**src/rtl/sysctl_cp_pkg.sv**
```systemverilog
package sysctl_cp_pkg;

  // Register numbers seen in instruction bits [19:16]
  localparam logic [3:0] CRN_IDENT = 4'd0;
  localparam logic [3:0] CRN_CTRL  = 4'd1;
  localparam logic [3:0] CRN_TTB   = 4'd2;
  localparam logic [3:0] CRN_DOM   = 4'd3;
  localparam logic [3:0] CRN_FSTAT = 4'd5;
  localparam logic [3:0] CRN_FADDR = 4'd6;
  localparam logic [3:0] CRN_CACHE = 4'd7;
  localparam logic [3:0] CRN_TLB   = 4'd8;
  localparam logic [3:0] CRN_PID   = 4'd13;
  localparam logic [3:0] CRN_CPACC = 4'd15;

  // Stored-field slots
  localparam int RI_CTRL  = 0;
  localparam int RI_AUX   = 1;
  localparam int RI_TTB   = 2;
  localparam int RI_DOM   = 3;
  localparam int RI_FSTAT = 4;
  localparam int RI_FADDR = 5;
  localparam int RI_PID   = 6;
  localparam int RI_CPACC = 7;
  localparam int NREG     = 8;
  localparam int RIDX_W   = $clog2(NREG);

  // Maintenance pulse bit map
  localparam int MOP_IC_ALL   = 0;
  localparam int MOP_IC_LINE  = 1;
  localparam int MOP_DC_ALL   = 2;
  localparam int MOP_DC_LINE  = 3;
  localparam int MOP_DC_CLEAN = 4;
  localparam int MOP_WB_DRAIN = 5;
  localparam int MOP_IT_ALL   = 6;
  localparam int MOP_IT_ONE   = 7;
  localparam int MOP_DT_ALL   = 8;
  localparam int MOP_DT_ONE   = 9;
  localparam int MOP_W        = 10;

  typedef struct packed {
    logic [3:0] crn;
    logic [2:0] op2;
    logic [3:0] crm;
  } cp_field_t;

  typedef enum logic [1:0] {
    RK_NONE,
    RK_ID,
    RK_CTYPE,
    RK_REG
  } rd_kind_e;

  function automatic cp_field_t split_instr(input logic [31:0] instr);
    cp_field_t f;
    f.crn = instr[19:16];
    f.op2 = instr[7:5];
    f.crm = instr[3:0];
    return f;
  endfunction

endpackage

```
**src/rtl/cp_decode.sv**
```systemverilog
module cp_decode
  import sysctl_cp_pkg::*;
(
  input  logic              valid,
  input  logic              write,
  input  logic [31:0]       instr,
  output logic [NREG-1:0]   wen,
  output rd_kind_e          rd_kind,
  output logic [RIDX_W-1:0] rd_idx,
  output logic [MOP_W-1:0]  mop,
  output logic              undef
);

  cp_field_t fld;
  logic      op2_nz;

  always_comb begin
    fld     = split_instr(instr);
    op2_nz  = (fld.op2 != 3'd0);
    wen     = '0;
    rd_kind = RK_NONE;
    rd_idx  = '0;
    mop     = '0;
    undef   = 1'b0;
    if (valid && write) begin
      case (fld.crn)
        CRN_CTRL:  if (op2_nz) wen[RI_AUX] = 1'b1; else wen[RI_CTRL] = 1'b1;
        CRN_TTB:   wen[RI_TTB]   = 1'b1;
        CRN_DOM:   wen[RI_DOM]   = 1'b1;
        CRN_FSTAT: wen[RI_FSTAT] = 1'b1;
        CRN_FADDR: wen[RI_FADDR] = 1'b1;
        CRN_PID:   wen[RI_PID]   = 1'b1;
        CRN_CPACC: wen[RI_CPACC] = 1'b1;
        CRN_CACHE: begin
          case ({fld.op2, fld.crm})
            {3'd0, 4'd7}:  begin mop[MOP_IC_ALL] = 1'b1; mop[MOP_DC_ALL] = 1'b1; end
            {3'd0, 4'd5}:  mop[MOP_IC_ALL]   = 1'b1;
            {3'd1, 4'd5}:  mop[MOP_IC_LINE]  = 1'b1;
            {3'd0, 4'd6}:  mop[MOP_DC_ALL]   = 1'b1;
            {3'd1, 4'd6}:  mop[MOP_DC_LINE]  = 1'b1;
            {3'd1, 4'd10}: mop[MOP_DC_CLEAN] = 1'b1;
            {3'd4, 4'd10}: mop[MOP_WB_DRAIN] = 1'b1;
            {3'd5, 4'd2}:  mop[MOP_DC_ALL]   = 1'b1;
            {3'd6, 4'd5}:  ;
            default:       undef = 1'b1;
          endcase
        end
        CRN_TLB: begin
          case ({fld.op2, fld.crm})
            {3'd0, 4'd7}: begin mop[MOP_IT_ALL] = 1'b1; mop[MOP_DT_ALL] = 1'b1; end
            {3'd0, 4'd5}: mop[MOP_IT_ALL] = 1'b1;
            {3'd1, 4'd5}: mop[MOP_IT_ONE] = 1'b1;
            {3'd0, 4'd6}: mop[MOP_DT_ALL] = 1'b1;
            {3'd1, 4'd6}: mop[MOP_DT_ONE] = 1'b1;
            default:      undef = 1'b1;
          endcase
        end
        default: ;
      endcase
    end else if (valid) begin
      rd_kind = RK_REG;
      case (fld.crn)
        CRN_IDENT: rd_kind = op2_nz ? RK_CTYPE : RK_ID;
        CRN_CTRL:  rd_idx  = op2_nz ? RIDX_W'(RI_AUX) : RIDX_W'(RI_CTRL);
        CRN_TTB:   rd_idx  = RIDX_W'(RI_TTB);
        CRN_DOM:   rd_idx  = RIDX_W'(RI_DOM);
        CRN_FSTAT: rd_idx  = RIDX_W'(RI_FSTAT);
        CRN_FADDR: rd_idx  = RIDX_W'(RI_FADDR);
        CRN_PID:   rd_idx  = RIDX_W'(RI_PID);
        CRN_CPACC: rd_idx  = RIDX_W'(RI_CPACC);
        default: begin
          rd_kind = RK_NONE;
          undef   = 1'b1;
        end
      endcase
    end
  end

endmodule

```
**src/rtl/cp_mreg.sv**
```systemverilog
module cp_mreg #(
  parameter int unsigned     DW   = 32,
  parameter logic [DW-1:0]   MASK = '1
) (
  input  logic          clk,
  input  logic          rst_n,
  input  logic          en,
  input  logic [DW-1:0] d,
  output logic [DW-1:0] q
);

  logic [DW-1:0] q_r;
  logic [DW-1:0] q_nxt;

  always_comb begin
    q_nxt = q_r;
    if (en) q_nxt = d & MASK;
  end

  always_ff @(posedge clk or negedge rst_n) begin
    if (!rst_n) q_r <= '0;
    else        q_r <= q_nxt;
  end

  assign q = q_r;

endmodule

```
**src/rtl/cp_maint.sv**
```systemverilog
module cp_maint #(
  parameter int unsigned DW = 32,
  parameter int unsigned NW = 10
) (
  input  logic          clk,
  input  logic          rst_n,
  input  logic [NW-1:0] mop_nxt,
  input  logic [DW-1:0] wdata,
  output logic [NW-1:0] pulse,
  output logic [DW-1:0] operand
);

  logic [NW-1:0] pulse_r;
  logic [DW-1:0] oper_r;
  logic [DW-1:0] oper_nxt;
  logic          oper_en;

  always_comb begin
    oper_en  = |mop_nxt;
    oper_nxt = oper_en ? wdata : oper_r;
  end

  always_ff @(posedge clk or negedge rst_n) begin
    if (!rst_n) begin
      pulse_r <= '0;
      oper_r  <= '0;
    end else begin
      pulse_r <= mop_nxt;
      oper_r  <= oper_nxt;
    end
  end

  assign pulse   = pulse_r;
  assign operand = oper_r;

endmodule

```
**src/rtl/sysctl_cp_regbank.sv**
```systemverilog
module sysctl_cp_regbank
  import sysctl_cp_pkg::*;
#(
  parameter int unsigned   DW          = 32,
  parameter logic [DW-1:0] ID_VALUE    = DW'(32'hA5C3_0F17),
  parameter logic [DW-1:0] CTYPE_VALUE = DW'(32'h0B1A_C0DE),
  parameter logic [DW-1:0] MASK_CTRL   = DW'(32'h0000_3FFF),
  parameter logic [DW-1:0] MASK_AUX    = DW'(32'h0000_0033),
  parameter logic [DW-1:0] MASK_TTB    = DW'(32'hFFFF_C000),
  parameter logic [DW-1:0] MASK_DOM    = DW'(32'hFFFF_FFFF),
  parameter logic [DW-1:0] MASK_FSTAT  = DW'(32'h0000_06FF),
  parameter logic [DW-1:0] MASK_FADDR  = DW'(32'hFFFF_FFFF),
  parameter logic [DW-1:0] MASK_PID    = DW'(32'hFE00_0000),
  parameter logic [DW-1:0] MASK_CPACC  = DW'(32'h0000_03FF)
) (
  input  logic             clk,
  input  logic             rst_n,
  input  logic             req_valid,
  input  logic             req_write,
  input  logic [31:0]      req_instr,
  input  logic [DW-1:0]    req_wdata,
  output logic [DW-1:0]    rd_data_o,
  output logic             undef_o,
  output logic [MOP_W-1:0] maint_pulse_o,
  output logic [DW-1:0]    maint_operand_o,
  output logic [DW-1:0]    ctl_main_o,
  output logic [DW-1:0]    ctl_aux_o,
  output logic [DW-1:0]    ttb_o,
  output logic [DW-1:0]    dom_o,
  output logic [DW-1:0]    fstat_o,
  output logic [DW-1:0]    faddr_o,
  output logic [DW-1:0]    pid_o,
  output logic [DW-1:0]    cpacc_o
);

  localparam logic [NREG-1:0][DW-1:0] REG_MASK = {
    MASK_CPACC, MASK_PID, MASK_FADDR, MASK_FSTAT,
    MASK_DOM, MASK_TTB, MASK_AUX, MASK_CTRL};

  // Asynchronous assertion, synchronous release
  logic [1:0] rst_pipe;
  logic       rst_int;

  always_ff @(posedge clk or negedge rst_n) begin
    if (!rst_n) rst_pipe <= 2'b00;
    else        rst_pipe <= {rst_pipe[0], 1'b1};
  end
  assign rst_int = rst_pipe[1];

  logic [NREG-1:0]        wen;
  rd_kind_e               rd_kind;
  logic [RIDX_W-1:0]      rd_idx;
  logic [MOP_W-1:0]       mop;
  logic                   undef_nxt;
  logic [NREG-1:0][DW-1:0] reg_q;

  cp_decode u_dec (
    .valid   (req_valid),
    .write   (req_write),
    .instr   (req_instr),
    .wen     (wen),
    .rd_kind (rd_kind),
    .rd_idx  (rd_idx),
    .mop     (mop),
    .undef   (undef_nxt)
  );

  for (genvar g = 0; g < NREG; g++) begin : g_field
    cp_mreg #(.DW(DW), .MASK(REG_MASK[g])) u_reg (
      .clk   (clk),
      .rst_n (rst_int),
      .en    (wen[g]),
      .d     (req_wdata),
      .q     (reg_q[g])
    );
  end

  cp_maint #(.DW(DW), .NW(MOP_W)) u_maint (
    .clk     (clk),
    .rst_n   (rst_int),
    .mop_nxt (mop),
    .wdata   (req_wdata),
    .pulse   (maint_pulse_o),
    .operand (maint_operand_o)
  );

  // Read path and undefined flag
  logic [DW-1:0] rd_r, rd_nxt;
  logic          undef_r;

  always_comb begin
    rd_nxt = rd_r;
    case (rd_kind)
      RK_ID:    rd_nxt = ID_VALUE;
      RK_CTYPE: rd_nxt = CTYPE_VALUE;
      RK_REG:   rd_nxt = reg_q[rd_idx];
      default:  ;
    endcase
  end

  always_ff @(posedge clk or negedge rst_int) begin
    if (!rst_int) begin
      rd_r    <= '0;
      undef_r <= 1'b0;
    end else begin
      rd_r    <= rd_nxt;
      undef_r <= undef_nxt;
    end
  end

  assign rd_data_o  = rd_r;
  assign undef_o    = undef_r;
  assign ctl_main_o = reg_q[RI_CTRL];
  assign ctl_aux_o  = reg_q[RI_AUX];
  assign ttb_o      = reg_q[RI_TTB];
  assign dom_o      = reg_q[RI_DOM];
  assign fstat_o    = reg_q[RI_FSTAT];
  assign faddr_o    = reg_q[RI_FADDR];
  assign pid_o      = reg_q[RI_PID];
  assign cpacc_o    = reg_q[RI_CPACC];

endmodule

```
**config.mk**
```make
export PLATFORM = sky130hd
export DESIGN_NAME = sysctl_cp_regbank
export DESIGN_NICKNAME = d
export VERILOG_FILES = /design/src/rtl/sysctl_cp_pkg.sv /design/src/rtl/cp_decode.sv /design/src/rtl/cp_mreg.sv /design/src/rtl/cp_maint.sv /design/src/rtl/sysctl_cp_regbank.sv
export SDC_FILE = /design/constraint.sdc
export NUM_CORES = 1
export LEC_CHECK = 0
export BUFFER_PORTS_ARGS = -buffer_cell sky130_fd_sc_hd__buf_2
export CAP_MARGIN = 20
export CORE_AREA = 2 2 154 156
export DETAILED_ROUTE_END_ITERATION = 6
export DIE_AREA = 0 0 156 158
export PLACE_DENSITY = 0.84
export SLEW_MARGIN = 20
export SYNTH_ARGS = -nofsm -noshare
export SYNTH_HDL_FRONTEND = slang
export SYNTH_SLANG_ARGS = --single-unit
```
**constraint.sdc**
```tcl
create_clock -name clk -period 10.7 [get_ports clk]
set_clock_uncertainty 0.15 [all_clocks]
set_input_delay 1.07 -clock clk [delete_from_list [all_inputs] [get_ports clk]]
set_output_delay 1.07 -clock clk [all_outputs]
set_load 0.02 [all_outputs]
```
==> flow_summary.yaml <==
placement:
  place_area_um2: 11200
  io_buffer_count: 248
  hpwl_mm: 20.4
  dp_slack_ns: 6.62
  dp.cells: 1347
  routabilityCongestion: 0.842
worst_setup_path:
  crit_buf_inv: 2
  cpMaxStageDelayCell: "nor2b_1"
  crit_required_ns: 10.93
  reg2reg_from: "rst_pipe[1]"
  crit_chain: "buf_2 -> nor2b_1 -> nand2_1 -> nor2_2 -> buf_4 -> mux2_2 -> a22oi_1 -> nor2_1"
  max_stage_delay_ns: 0.76
  crit_path_end_kind: "register"
  worstSetupStartpointType: "primary input"
  critPathKind: "in -> reg"
  cp.arrival_ns: 3.82
  crit_path_start: "req_valid"
  path_delay_family: "simple AND/OR/NAND/NOR gates"
  cp_max_fo: 18
die:
  fp.coreArea_um2: 23100
  die_w_um: 156
  die_area_um2: 24600
  std_cell_rows: 56
  start_util: 0.438
  io_pins: 399
  die_h_um: 158
global_route:
  antenna_found_initial: 1
  grt_pass1_vias: 7202
  grt_use_total: 0.226
  grt_overflow: 0
  grt_pass1_wl_mm: 42.5
  grt_max_degree: 81
sta:
  relSlewSlack: 0.314
  fin_ws_ns: 7.11
  fin_crit_sh: 0.335
  tightestPinTransition_ns: 1.03
  fmax_ghz: 0.279
  drv_slew: 0
  period_needed_ns: 3.59
  finalSetupViolCount: 0
  finalHoldViolCount: 0
  tns_ns: 0
  rsz0062_at_grt: "no"
power:
  power_density_nw_per_um2: 194
  p_clk_frac: 0.339
  max-vdd-ir-drop_mv: 0.144
  pwr-share-seq: 0.423
  p_switching_w: 0.000749
  p_leak_nw: 6.25
  power.share.combinational: 0.238
  power.internal_w: 0.00157
  switching_share: 0.323
clock_network:
  post_cts_buffers: 0
  clock_latency_ns: 0.50
  cts_inserted_buffers: 22
  tritoncts: "built"
  hold_buffers: 0
  path_clk_slew_ns: 0.06
  cts_root_buffer: "clkbuf_16"
  clock-sinks: 204
  h-tree-depth: 1
  cts_resized: 0
  clockBufferDepth: 3
cells_and_area:
  nets: 1150
  drive_gt1_frac: 0.435
  areaGrowthSynthToFinish_pct: 18.2
  finalCoreUtilization: 0.518
  instances_no_fill: 1388
  design_area_um2: 11900
min_path:
  holdCritPathClass: "in -> async"
logic_synthesis:
  netlist.area_leader.share: 0.506
  synth_cells: 836
  ys_warn_count: 0
  seq_area_frac_synth: 0.506
  ys.flop_type: "dfrtp_1"
  yosys-top-cells-count: "204 x dfrtp_1, 131 x buf_4, 130 x mux2_2"
  synthesis.area_um2: 10100
  ys_ff_latch: 204
  ys_top_cells_by_area: "dfrtp_1 51%, mux2_2 14%, buf_4 9.7%, mux2_4 4.5%, nand2_1 2.1%"
  yosys.area.top_type: "dfrtp_1"
  ys_types: 69
  avgSynthCellArea_um2: 12.1
  yosysMostFrequentCell: "dfrtp_1"
  synth_edf_count: 0
  synth-async-reset-ratio: 1.00
detailed_routing:
  ant_nets: 0
  wl_mm: 29.1
  wl_per_cell_um: 21.0
  firstDrtPassIters: 5
  drt_iter0_drc: 448
  num_vias: 7390
  viasPerCell: 5.32
  drc: 0
job:
  cap_violations: 0
outcome:
  status: "finished clean"
## metrics by stage
step	hold slack [ns]	power, W
global route	0.179	0.00242
CTS	0.179	0.00233
global placement	0.183	0.00152
finish	0.193	0.00232
floorplan	0.181	0.00136
detailed placement	0.197	0.00154
## metal layers
layer | vias up | part of all wire | GRT usage
met5 | - | 0.00058 | 0
met3 | 55 | 0.083 | 0.0556
li1 | 3215 | - | -
met2 | 396 | 0.50 | 0.390
met4 | 2 | 0.022 | 0.0695
met1 | 3722 | 0.39 | 0.280
## registers in the layout (all words and copies together), names as in the netlist
| name | flops |
|---|---|
| rst_pipe | 2 |
| undef_o | 1 |
| g_field.u_reg.q | 127 |
| u_maint.pulse | 10 |
| rd_data_o | 32 |
| u_maint.operand | 32 |
## cell families (layout without fill, tap and decap cells)
family          count (synthesis)  in the layout  synth area share
mux                           181            181             0.213
other cells                     2            131          0.000744
buf+inv                       169            302             0.115
compound gates                119            119            0.0868
flops                         204            204             0.506
simple gates                  158            158            0.0768
xor+xnor                        3              3           0.00260
## power groups by stage
stage | combinational [W] | clock, W | sequential (W)
after global placement | 0.000537 | 0 | 0.000984
after detailed placement | 0.000550 | 0 | 0.000991
after CTS | 0.000552 | 0.000799 | 0.000979
final | 0.000551 | 0.000785 | 0.000981
after floorplan | 0.000234 | 0 | 0.00113
after global routing | 0.000585 | 0.000835 | 0.000995
## final timing paths
check | to | slack [ns] | depth (start not counted)
max | rd_data_o[1] | 7.11 | 8
min | rst_pipe[1] | 0.19 | 1
max reg2reg | rd_data_o[31] | 8.10 | 3
min reg2reg | rst_pipe[1] | 0.20 | 0
max in group asynchronous | rd_data_o[31] | 8.10 | 3
min in group clk | rst_pipe[1] | 0.20 | 0
## final cells by class
class                           instances  area (um^2)
Fill cell                            2006        11100
Tap cell                              290          363
Antenna cell                            1         2.50
Clock inverter                          4         72.6
Clock buffer                           35          681
Multi-Input combinational cell        591         4340
Inverter                                1         3.75
Sequential cell                       204         5110
Timing Repair Buffer                  262         1360
## cell usage in the layout, fill, tap and decap left out, drive strengths merged, types with 2 or more instances in the layout
| cell | synthesis | routed |
|---|---|---|
| nor4 | 3 | 3 |
| o21bai | 3 | 3 |
| clkbuf | 24 | 35 |
| nand2b | 6 | 6 |
| or3 | 5 | 5 |
| nor2b | 5 | 5 |
| o2111a | 3 | 3 |
| nor3 | 12 | 12 |
| o31ai | 4 | 4 |
| o22ai | 3 | 3 |
| a211oi | 2 | 2 |
| and3 | 7 | 7 |
| nor2 | 42 | 42 |
| nand2 | 57 | 57 |
| a221oi | 9 | 9 |
| a21oi | 23 | 23 |
| o21a | 2 | 2 |
| or2 | 3 | 3 |
| o32ai | 3 | 3 |
| a211o | 3 | 3 |
| conb | 2 | 130 |
| nor3b | 3 | 3 |
| a21o | 4 | 4 |
| mux2i | 11 | 11 |
| o32a | 3 | 3 |
| o211ai | 4 | 4 |
| nand3 | 10 | 10 |
| a22oi | 7 | 7 |
| mux2 | 169 | 169 |
| a31oi | 7 | 7 |
| dfrtp | 204 | 204 |
| buf | 144 | 262 |
| a221o | 6 | 6 |
| o21ai | 21 | 21 |
| bufinv | 0 | 2 |
| xor2 | 2 | 2 |
No activity file was read; power rests on OpenSTA's default activity.
